## src/rtl/sram_ctl_pkg.sv

```systemverilog
package sram_ctl_pkg;

    typedef enum logic [2:0] {
        ST_IDLE       = 3'd0,
        ST_RD_ACCESS  = 3'd1,
        ST_WR_FLOAT   = 3'd2,
        ST_WR_DRIVE   = 3'd3,
        ST_WR_HOLD    = 3'd4,
        ST_WR_RECOVER = 3'd5
    } ctl_state_t;

    // ceiling of a time over the clock period, at least one cycle
    function automatic int unsigned to_cycles(input int unsigned t_ns, input int unsigned clk_ns);
        int unsigned c;
        c = (t_ns + clk_ns - 1) / clk_ns;
        return (c == 0) ? 1 : c;
    endfunction

    function automatic int unsigned max2(input int unsigned a, input int unsigned b);
        return (a > b) ? a : b;
    endfunction

endpackage

```

## src/rtl/sram_ctl_timer.sv

```systemverilog
module sram_ctl_timer #(
    parameter int CW = 4
) (
    input  logic          clk,
    input  logic          rst,
    input  logic          load,
    input  logic [CW-1:0] load_val,
    output logic          done
);
    logic [CW-1:0] cnt;

    always_ff @(posedge clk) begin
        if (rst) begin
            cnt <= '0;
        end else if (load) begin
            cnt <= load_val;
        end else if (cnt != '0) begin
            cnt <= cnt - 1'b1;
        end
    end

    assign done = (cnt == '0);
endmodule

```

## src/rtl/sram_ctl_dpath.sv

```systemverilog
module sram_ctl_dpath #(
    parameter int ADDR_W = 15,
    parameter int DATA_W = 8
) (
    input  logic              clk,
    input  logic              rst,
    input  logic              capture,
    input  logic              sample,
    input  logic [ADDR_W-1:0] in_addr,
    input  logic [DATA_W-1:0] in_wdata,
    input  logic [DATA_W-1:0] in_mem,
    output logic [ADDR_W-1:0] out_addr,
    output logic [DATA_W-1:0] out_wdata,
    output logic [DATA_W-1:0] out_rdata
);
    always_ff @(posedge clk) begin
        if (rst) begin
            out_addr  <= '0;
            out_wdata <= '0;
            out_rdata <= '0;
        end else begin
            if (capture) begin
                out_addr  <= in_addr;
                out_wdata <= in_wdata;
            end
            if (sample) begin
                out_rdata <= in_mem;
            end
        end
    end
endmodule

```

## src/rtl/sram_ctl.sv

```systemverilog
module sram_ctl
    import sram_ctl_pkg::*;
#(
    parameter int ADDR_W     = 15,
    parameter int DATA_W     = 8,
    parameter int CLK_NS     = 10,
    parameter bit SLOW_GRADE = 1'b0
) (
    input  logic              clk,
    input  logic              rst,
    input  logic              host_req,
    input  logic              host_we,
    input  logic [ADDR_W-1:0] host_addr,
    input  logic [DATA_W-1:0] host_wdata,
    output logic [DATA_W-1:0] host_rdata,
    output logic              host_ack,
    output logic              mem_ce_n,
    output logic              mem_we_n,
    output logic              mem_oe_n,
    output logic [ADDR_W-1:0] mem_addr,
    output logic [DATA_W-1:0] mem_dout,
    input  logic [DATA_W-1:0] mem_din,
    output logic              mem_dout_en
);
    // minimum times per grade, in ns
    localparam int unsigned T_CYCLE  = SLOW_GRADE ? 100 : 70;
    localparam int unsigned T_ACCESS = SLOW_GRADE ? 100 : 70;
    localparam int unsigned T_OE_ACC = SLOW_GRADE ? 75  : 35;
    localparam int unsigned T_WE_PW  = SLOW_GRADE ? 80  : 50;
    localparam int unsigned T_ADR_WE = SLOW_GRADE ? 90  : 60;
    localparam int unsigned T_CE_WE  = SLOW_GRADE ? 90  : 60;
    localparam int unsigned T_DSETUP = SLOW_GRADE ? 60  : 30;
    localparam int unsigned T_FLOAT  = SLOW_GRADE ? 50  : 25;

    // derived cycle counts
    localparam int unsigned RD_N   = max2(max2(to_cycles(T_ACCESS, CLK_NS), to_cycles(T_OE_ACC, CLK_NS)),
                                          to_cycles(T_CYCLE, CLK_NS));
    localparam int unsigned FLT_N  = to_cycles(T_FLOAT, CLK_NS);
    localparam int unsigned WLOW_N = max2(max2(to_cycles(T_WE_PW, CLK_NS), to_cycles(T_ADR_WE, CLK_NS)),
                                          to_cycles(T_CE_WE, CLK_NS));
    localparam int unsigned SD_N   = to_cycles(T_DSETUP, CLK_NS);
    localparam int unsigned DRV_N  = max2(SD_N, (WLOW_N > FLT_N) ? (WLOW_N - FLT_N) : 1);
    localparam int unsigned WUSE_N = FLT_N + DRV_N + 1;
    localparam int unsigned WC_N   = to_cycles(T_CYCLE, CLK_NS);
    localparam int unsigned REC_N  = (WC_N > WUSE_N) ? (WC_N - WUSE_N) : 0;
    localparam int unsigned MAXC   = max2(max2(RD_N, FLT_N), max2(DRV_N, max2(REC_N, 1)));
    localparam int          CW     = $clog2(MAXC + 1);

    ctl_state_t    state, state_nx;
    logic          tmr_load, tmr_done;
    logic [CW-1:0] tmr_val;
    logic          accept, sample, ack_nx;

    sram_ctl_timer #(.CW(CW)) u_timer (
        .clk      (clk),
        .rst      (rst),
        .load     (tmr_load),
        .load_val (tmr_val),
        .done     (tmr_done)
    );

    sram_ctl_dpath #(.ADDR_W(ADDR_W), .DATA_W(DATA_W)) u_dpath (
        .clk       (clk),
        .rst       (rst),
        .capture   (accept),
        .sample    (sample),
        .in_addr   (host_addr),
        .in_wdata  (host_wdata),
        .in_mem    (mem_din),
        .out_addr  (mem_addr),
        .out_wdata (mem_dout),
        .out_rdata (host_rdata)
    );

    assign accept = (state == ST_IDLE) && host_req && !host_ack;
    assign sample = (state == ST_RD_ACCESS) && tmr_done;

    // next state and phase timer loading
    always_comb begin
        state_nx = state;
        tmr_load = 1'b0;
        tmr_val  = '0;
        ack_nx   = 1'b0;
        unique case (state)
            ST_IDLE: begin
                if (accept) begin
                    tmr_load = 1'b1;
                    if (host_we) begin
                        state_nx = ST_WR_FLOAT;
                        tmr_val  = CW'(FLT_N - 1);
                    end else begin
                        state_nx = ST_RD_ACCESS;
                        tmr_val  = CW'(RD_N - 1);
                    end
                end
            end
            ST_RD_ACCESS: begin
                if (tmr_done) begin
                    state_nx = ST_IDLE;
                    ack_nx   = 1'b1;
                end
            end
            ST_WR_FLOAT: begin
                if (tmr_done) begin
                    state_nx = ST_WR_DRIVE;
                    tmr_load = 1'b1;
                    tmr_val  = CW'(DRV_N - 1);
                end
            end
            ST_WR_DRIVE: begin
                if (tmr_done) begin
                    state_nx = ST_WR_HOLD;
                end
            end
            ST_WR_HOLD: begin
                if (REC_N > 0) begin
                    state_nx = ST_WR_RECOVER;
                    tmr_load = 1'b1;
                    tmr_val  = CW'((REC_N > 0) ? REC_N - 1 : 0);
                end else begin
                    state_nx = ST_IDLE;
                    ack_nx   = 1'b1;
                end
            end
            ST_WR_RECOVER: begin
                if (tmr_done) begin
                    state_nx = ST_IDLE;
                    ack_nx   = 1'b1;
                end
            end
            default: state_nx = ST_IDLE;
        endcase
    end

    // state register
    always_ff @(posedge clk) begin
        if (rst) begin
            state <= ST_IDLE;
        end else begin
            state <= state_nx;
        end
    end

    // registered strobes decoded from the next state
    always_ff @(posedge clk) begin
        if (rst) begin
            mem_ce_n    <= 1'b1;
            mem_we_n    <= 1'b1;
            mem_oe_n    <= 1'b1;
            mem_dout_en <= 1'b0;
            host_ack    <= 1'b0;
        end else begin
            mem_ce_n    <= !(state_nx inside {ST_RD_ACCESS, ST_WR_FLOAT, ST_WR_DRIVE, ST_WR_HOLD});
            mem_we_n    <= !(state_nx inside {ST_WR_FLOAT, ST_WR_DRIVE});
            mem_oe_n    <= (state_nx != ST_RD_ACCESS);
            mem_dout_en <= (state_nx inside {ST_WR_DRIVE, ST_WR_HOLD});
            host_ack    <= ack_nx;
        end
    end
endmodule

```

## config.mk

```make
export PLATFORM = sky130hd
export DESIGN_NAME = sram_ctl
export DESIGN_NICKNAME = d
export VERILOG_FILES = /design/src/rtl/sram_ctl_pkg.sv /design/src/rtl/sram_ctl_timer.sv /design/src/rtl/sram_ctl_dpath.sv /design/src/rtl/sram_ctl.sv
export SDC_FILE = /design/constraint.sdc
export NUM_CORES = 1
export LEC_CHECK = 0
export BUFFER_PORTS_ARGS = -buffer_cell sky130_fd_sc_hd__buf_2
export CAP_MARGIN = 20
export CORE_UTILIZATION = 45
export CTS_BUF_LIST = sky130_fd_sc_hd__clkbuf_16
export DETAILED_ROUTE_END_ITERATION = 7
export PLACE_DENSITY = 0.76
export SLEW_MARGIN = 20
export SYNTH_ARGS = -nofsm -noshare
export SYNTH_HDL_FRONTEND = slang
export SYNTH_SLANG_ARGS = --single-unit
```

## constraint.sdc

```tcl
create_clock -name clk -period 2.2 [get_ports clk]
set_input_delay 0.44 -clock clk [delete_from_list [all_inputs] [get_ports clk]]
set_output_delay 0.44 -clock clk [all_outputs]
set_load 0.005 [all_outputs]
```

==> After elaboration in Yosys (flattened, before gate mapping) <==
Cells that the tools add are included.
W data, S select, Z words.
{ "totals": {"regBits": 42, "input_bits": 35, "word_cells": 51} }
{ "classes": {"n_addsub": 1, "eq_ne": 10, "muxes": 16, "n_reduce_logical": 14} }
{ "op_table": {"columns": ["operator", "count"], "rows": [
  ["$mux W3", 8],
  ["$eq A3 B2 Y1 const B", 4],
  ["$pmux W3 S4", 1],
  ["$eq A3 B3 Y1 const B", 3],
  ["$eq A3 B1 Y1 const B", 2],
  ["$logic_not A3 Y1", 2],
  ["$pmux W3 S2", 1],
  ["$reduce_bool A2 Y1", 3],
  ["$mux W2", 2],
  ["$pmux W1 S2", 2],
  ["$reduce_bool A4 Y1", 1],
  ["$logic_and A1 B1 Y1", 3],
  ["$logic_not A1 Y1", 3],
  ["$ne A3 B1 Y1 const B", 1],
  ["$reduce_bool A3 Y1", 1],
  ["$sub A3 B1 Y3 const B", 1],
  ["$mux W1", 2],
  ["$reduce_or A2 Y1", 1]
]} }

==> Longest topological paths before layout <==
{ "depth": {"depth_word": 8, "mapped_depth": 8, "ltp_nobuf": 6} }

==> Cells and area by module <==
A second synthesis with hierarchy kept.
{ "hier_totals": {"hier_cells": 161, "area_unflattened_um2": 1704.1} }
{ "modules_own_cells": {"columns": ["mod", "n_inst", "cells_each", "area_each_um2", "seq_area_each_um2"], "rows": [
  ["sram_ctl_dpath", 1, 100, 1118.6, 620.6],
  ["sram_ctl", 1, 39, 379.1, 160.2],
  ["sram_ctl_timer", 1, 22, 206.4, 60.1]
]} }

==> Worst setup path after synthesis <==
OpenSTA, ideal clock, no wires.
{ "synth_path": {"kind": "reg-to-reg", "start": "reg u_timer.cnt[0]", "end": "reg u_dpath.out_rdata[0]", "arrival_ps": 1453, "required_time_ps": 2072, "path_slack_ps": 619, "path_stages_with_launch": 9, "path_buffers": 2, "period_less_slack_ps": 1581, "path_cell_list": "dfxtp_1 -> inv_1 -> ha_1 -> ha_1 -> buf_2 -> and4bb_2 -> buf_2 -> mux2i_1 -> nor2_1"} }
{ "synth_via": {"elab_chain_len": 2} }
{ "synth_rtl": {"columns": ["element", "line_no", "rtl"], "rows": [
  ["start: declaration", "sram_ctl_timer.sv:10", "logic [CW-1:0] cnt;"],
  ["start signal: assignment", "sram_ctl_timer.sv:16", "cnt <= load_val;"],
  ["start signal: assignment", "sram_ctl_timer.sv:18", "cnt <= cnt - 1'b1;"],
  ["$logic_not A3 Y1", "sram_ctl_timer.sv:22", "assign done = (cnt == '0);"],
  ["$logic_and A1 B1 Y1", "sram_ctl.sv:76", "assign sample = (state == ST_RD_ACCESS) && tmr_done;"],
  ["end signal: assignment", "sram_ctl_dpath.sv:27", "out_rdata <= in_mem;"],
  ["end: declaration", "sram_ctl_dpath.sv:14", "output logic [DATA_W-1:0] out_rdata"]
]} }
No other way between the ends.
A chain may end at the register's enable or synchronous reset.

==> Worst setup path after layout <==
{ "layout_path": {"start": "reg u_timer.cnt[0]", "end": "reg u_dpath.out_rdata[5]"} }
Same word-level chain as after synthesis.

==> qor.txt <==
Fraction of registers with async set or reset after synthesis -> 0
Power density over the cells -> 1160 nW/um2
Adder-cell share of the synthesized area -> 0.0147
Run status -> finished clean
Number of placement rows -> 21
Growth of design area from synthesis to finish -> 30.8%
Synthesized area per cell -> 8.80 um2
Global-route wire length before repair -> 6.50 mm
Number of hold violations in the final report -> 0
Final slew viol count -> 0
Required time reported for the critical path endpoint -> 2350 ps
Via density -> 5.35
Routed wirelength normalized by instance count -> 12.9 um
Crit-path slowest cell -> sky130_fd_sc_hd__and4bb_2
Master cell of the clock root buffer -> sky130_fd_sc_hd__clkbuf_16
Critical path class -> reg -> reg
Share of the yosys chip area belonging to registers -> 0.495
Peak Freq -> 566 MHz
Drt drc -> 0
Via count of the first global-routing pass -> 1,499
Crit path capture type -> flop
Relative slew slack -> 0.556
Die ar. -> 4020 um2
Latest clock arrival within the worst-skew pair -> 280 ps
Startpoint class of the critical path -> flop
Starting Density -> 0.490
Worst-case clock buffer depth -> 2
Dominant combinational cell family by area after synthesis -> compound AO/OA/AOI/OAI gates
Setup Viol. Count Final -> 0
Leakage dissipation -> 0.985 nW
Overflow left after global routing -> 0
Die outline width -> 63.4 um
Peak ir drop on the vdd network -> 0.000531 V
Count of flip-flops with a built-in enable after synthesis -> 0
Number of buffers added by the clock tree synthesis step -> 5
Post-Syn Area -> 1700 um2
Synth Area in XOR/XNOR -> 0.00516
Total Wirelength -> 3.90 mm
I/O Pins -> 71
Most frequent cells in the layout -> sky130_fd_sc_hd__buf_2 (70), sky130_fd_sc_hd__dfxtp_1 (42), sky130_fd_sc_hd__a21oi_1 (27), sky130_fd_sc_hd__nand3_1 (25), sky130_fd_sc_hd__o21ai_0 (25)
Chain of cells forming the critical path -> inv_1, ha_1, ha_1, and4bb_2, mux2i_1, nor2_1
Clock transition at the registers of the reported paths -> 60 ps
Setup crit start -> u_timer.cnt[0]
Number of sinks handled by clock tree synthesis -> 42
Initial antenna violation count -> 0
Synthesized Nets -> 230
Floorplan die height -> 63.4 um
Cells after Synth -> 193
Period Utilization, post-route -> 0.803
1st-iter DRT viols -> 84
Post-CTS setup-driven buffer insertion count -> 0
Synthesis Warnings -> 0
Maximum number of pins on one net before global-route repair -> 32
Post-synthesis mux area share -> 0.0538
Commonest register cell after synthesis -> sky130_fd_sc_hd__dfxtp_1
Final critical path time including I/O delays and setup -> 1770 ps
Worst Path Buf+Inv -> 1
Reg2Reg Launch Point -> u_timer.cnt[0]
Synth unique cells -> 35
CTS tree -> yes
N_diodes -> 0
Seq cells post-synth -> 42
Unrepaired setup endpoints after global routing -> false
Cell mode on critical path -> sky130_fd_sc_hd__ha_1
Most common library cell in the layout ignoring fill and taps -> sky130_fd_sc_hd__buf_2
Overall routing resource usage -> 0.205
Final core area utilization -> 0.640
Number of detailed-route iterations in the first pass -> 4
DP HPWL -> 2.62 mm
Summed negative setup slack over all endpoints -> 0 ps
# port buffers -> 70
Largest stage delay, worst path -> 460 ps
CTS resizes -> 0
Data arrival time at the worst-slack endpoint -> 1910 ps
Fraction of final layout cells with drive strength greater than 1 -> 0.336
Quantity of hold-fixing buffers added after cts -> 0
Final Wtd Congestion -> 0.764
Worst Tran Pin Value -> 666 ps
Post-synthesis share of cell area spent on and, or, nand and nor gates -> 0.172
Count of antenna-violating nets left after detailed routing -> 0
Number of nets in the finished design -> 292
Post-route clock skew -> 4.48 ps
Compound-cell area share of the yosys netlist -> 0.197
Cell family with the largest share of critical-path delay -> simple AND/OR/NAND/NOR gates
Launch point of the worst hold path -> mem_din[0]
H-Tree Depth -> 2
Max Cap Viol -> 0
Highest fanout seen on the critical path -> 10
Vias after detailed routing -> 1,615
Total core area -> 3470 um2
Hold Path Class -> in -> reg
## routing by layer
metal	up-vias	wire, um	global-route usage
li1	807	-	-
met3	5	278	0.0616
met4	0	40	0.0852
met1	734	1840	0.253
met5	-	0	0
met2	69	1740	0.331
## state kept, by name (all words and copies together) (netlist names)
signal             flops
u_dpath.out_addr      15
u_dpath.out_rdata      8
u_dpath.out_wdata      8
state                  3
u_timer.cnt            3
host_ack               1
mem_ce_n               1
mem_dout_en            1
mem_oe_n               1
mem_we_n               1
## cells in the mapped netlist, types with 2 or more instances
| cell | count | share of area |
|---|---|---|
| sky130_fd_sc_hd__dfxtp_1 | 42 | 0.50 |
| sky130_fd_sc_hd__a21oi_1 | 27 | 0.080 |
| sky130_fd_sc_hd__nand3_1 | 25 | 0.074 |
| sky130_fd_sc_hd__o21ai_0 | 25 | 0.074 |
| sky130_fd_sc_hd__nor2_1 | 11 | 0.024 |
| sky130_fd_sc_hd__clkbuf_1 | 10 | 0.022 |
| sky130_fd_sc_hd__mux2i_1 | 8 | 0.047 |
| sky130_fd_sc_hd__buf_2 | 6 | 0.018 |
| sky130_fd_sc_hd__inv_1 | 4 | 0.0088 |
| sky130_fd_sc_hd__a21o_1 | 2 | 0.0088 |
| sky130_fd_sc_hd__a221oi_1 | 2 | 0.010 |
| sky130_fd_sc_hd__buf_1 | 2 | 0.0044 |
| sky130_fd_sc_hd__ha_1 | 2 | 0.015 |
| sky130_fd_sc_hd__nand2_1 | 2 | 0.0044 |
| sky130_fd_sc_hd__nor2b_1 | 2 | 0.0074 |
| sky130_fd_sc_hd__nor3_1 | 2 | 0.0059 |
| sky130_fd_sc_hd__nor3b_1 | 2 | 0.0088 |
| sky130_fd_sc_hd__or3_1 | 2 | 0.0074 |
## cells by family (layout without fill, tap and decap cells)
group / Yosys count / in the layout
muxes: 9 / 9
buffers and inverters: 24 / 87
xor gates and xnor gates: 1 / 1
DFF: 42 / 42
adders and majority gates: 2 / 2
AOI/OAI and AO/OA: 61 / 61
and+or+nand+nor: 54 / 54
## stage by stage
step | hold WS, ps | cells | power (W) | worst slack, ps | instance area [um2]
detailed placement | 468 | 294 | 0.00178 | 444 | 2050
global route | 403 | 302 | 0.00274 | 347 | 2220
global placement | 460 | 294 | 0.00177 | 505 | 2050
CTS | 389 | 302 | 0.00260 | 431 | 2220
floorplan | 470 | 193 | 0.00154 | 619 | 1700
finish | 395 | 302 | 0.00258 | 433 | 2220
## worst min-delay path: stages
cell                      delay, ps
sky130_fd_sc_hd__buf_2           70
sky130_fd_sc_hd__mux2i_1         50
sky130_fd_sc_hd__nor2_1          70
## power breakdown
part	leakage, nW	switching, W	internal, W
sequential	0.344	0.0000834	0.000902
clock	0.0812	0.000283	0.000530
combinational	0.559	0.000438	0.000341
total	0.985	0.000805	0.00177
## worst paths after layout
check | end | slack [ps] | cells after the start
max | u_dpath.out_rdata[5] | 430 | 6
min reg2reg | u_dpath.out_wdata[0] | 470 | 2
min | u_dpath.out_rdata[0] | 390 | 3
max reg2reg | u_dpath.out_rdata[5] | 430 | 6
## layout make-up
type | count | area (um2)
multi-input combinational | 127 | 753
clock buffer | 5 | 125
timing repair buffer | 75 | 388
tap | 46 | 57.6
inverter | 4 | 15.0
fill | 330 | 1250
clock inverter | 3 | 41.3
sequential | 42 | 841
No activity file was read; power rests on OpenSTA's default activity.
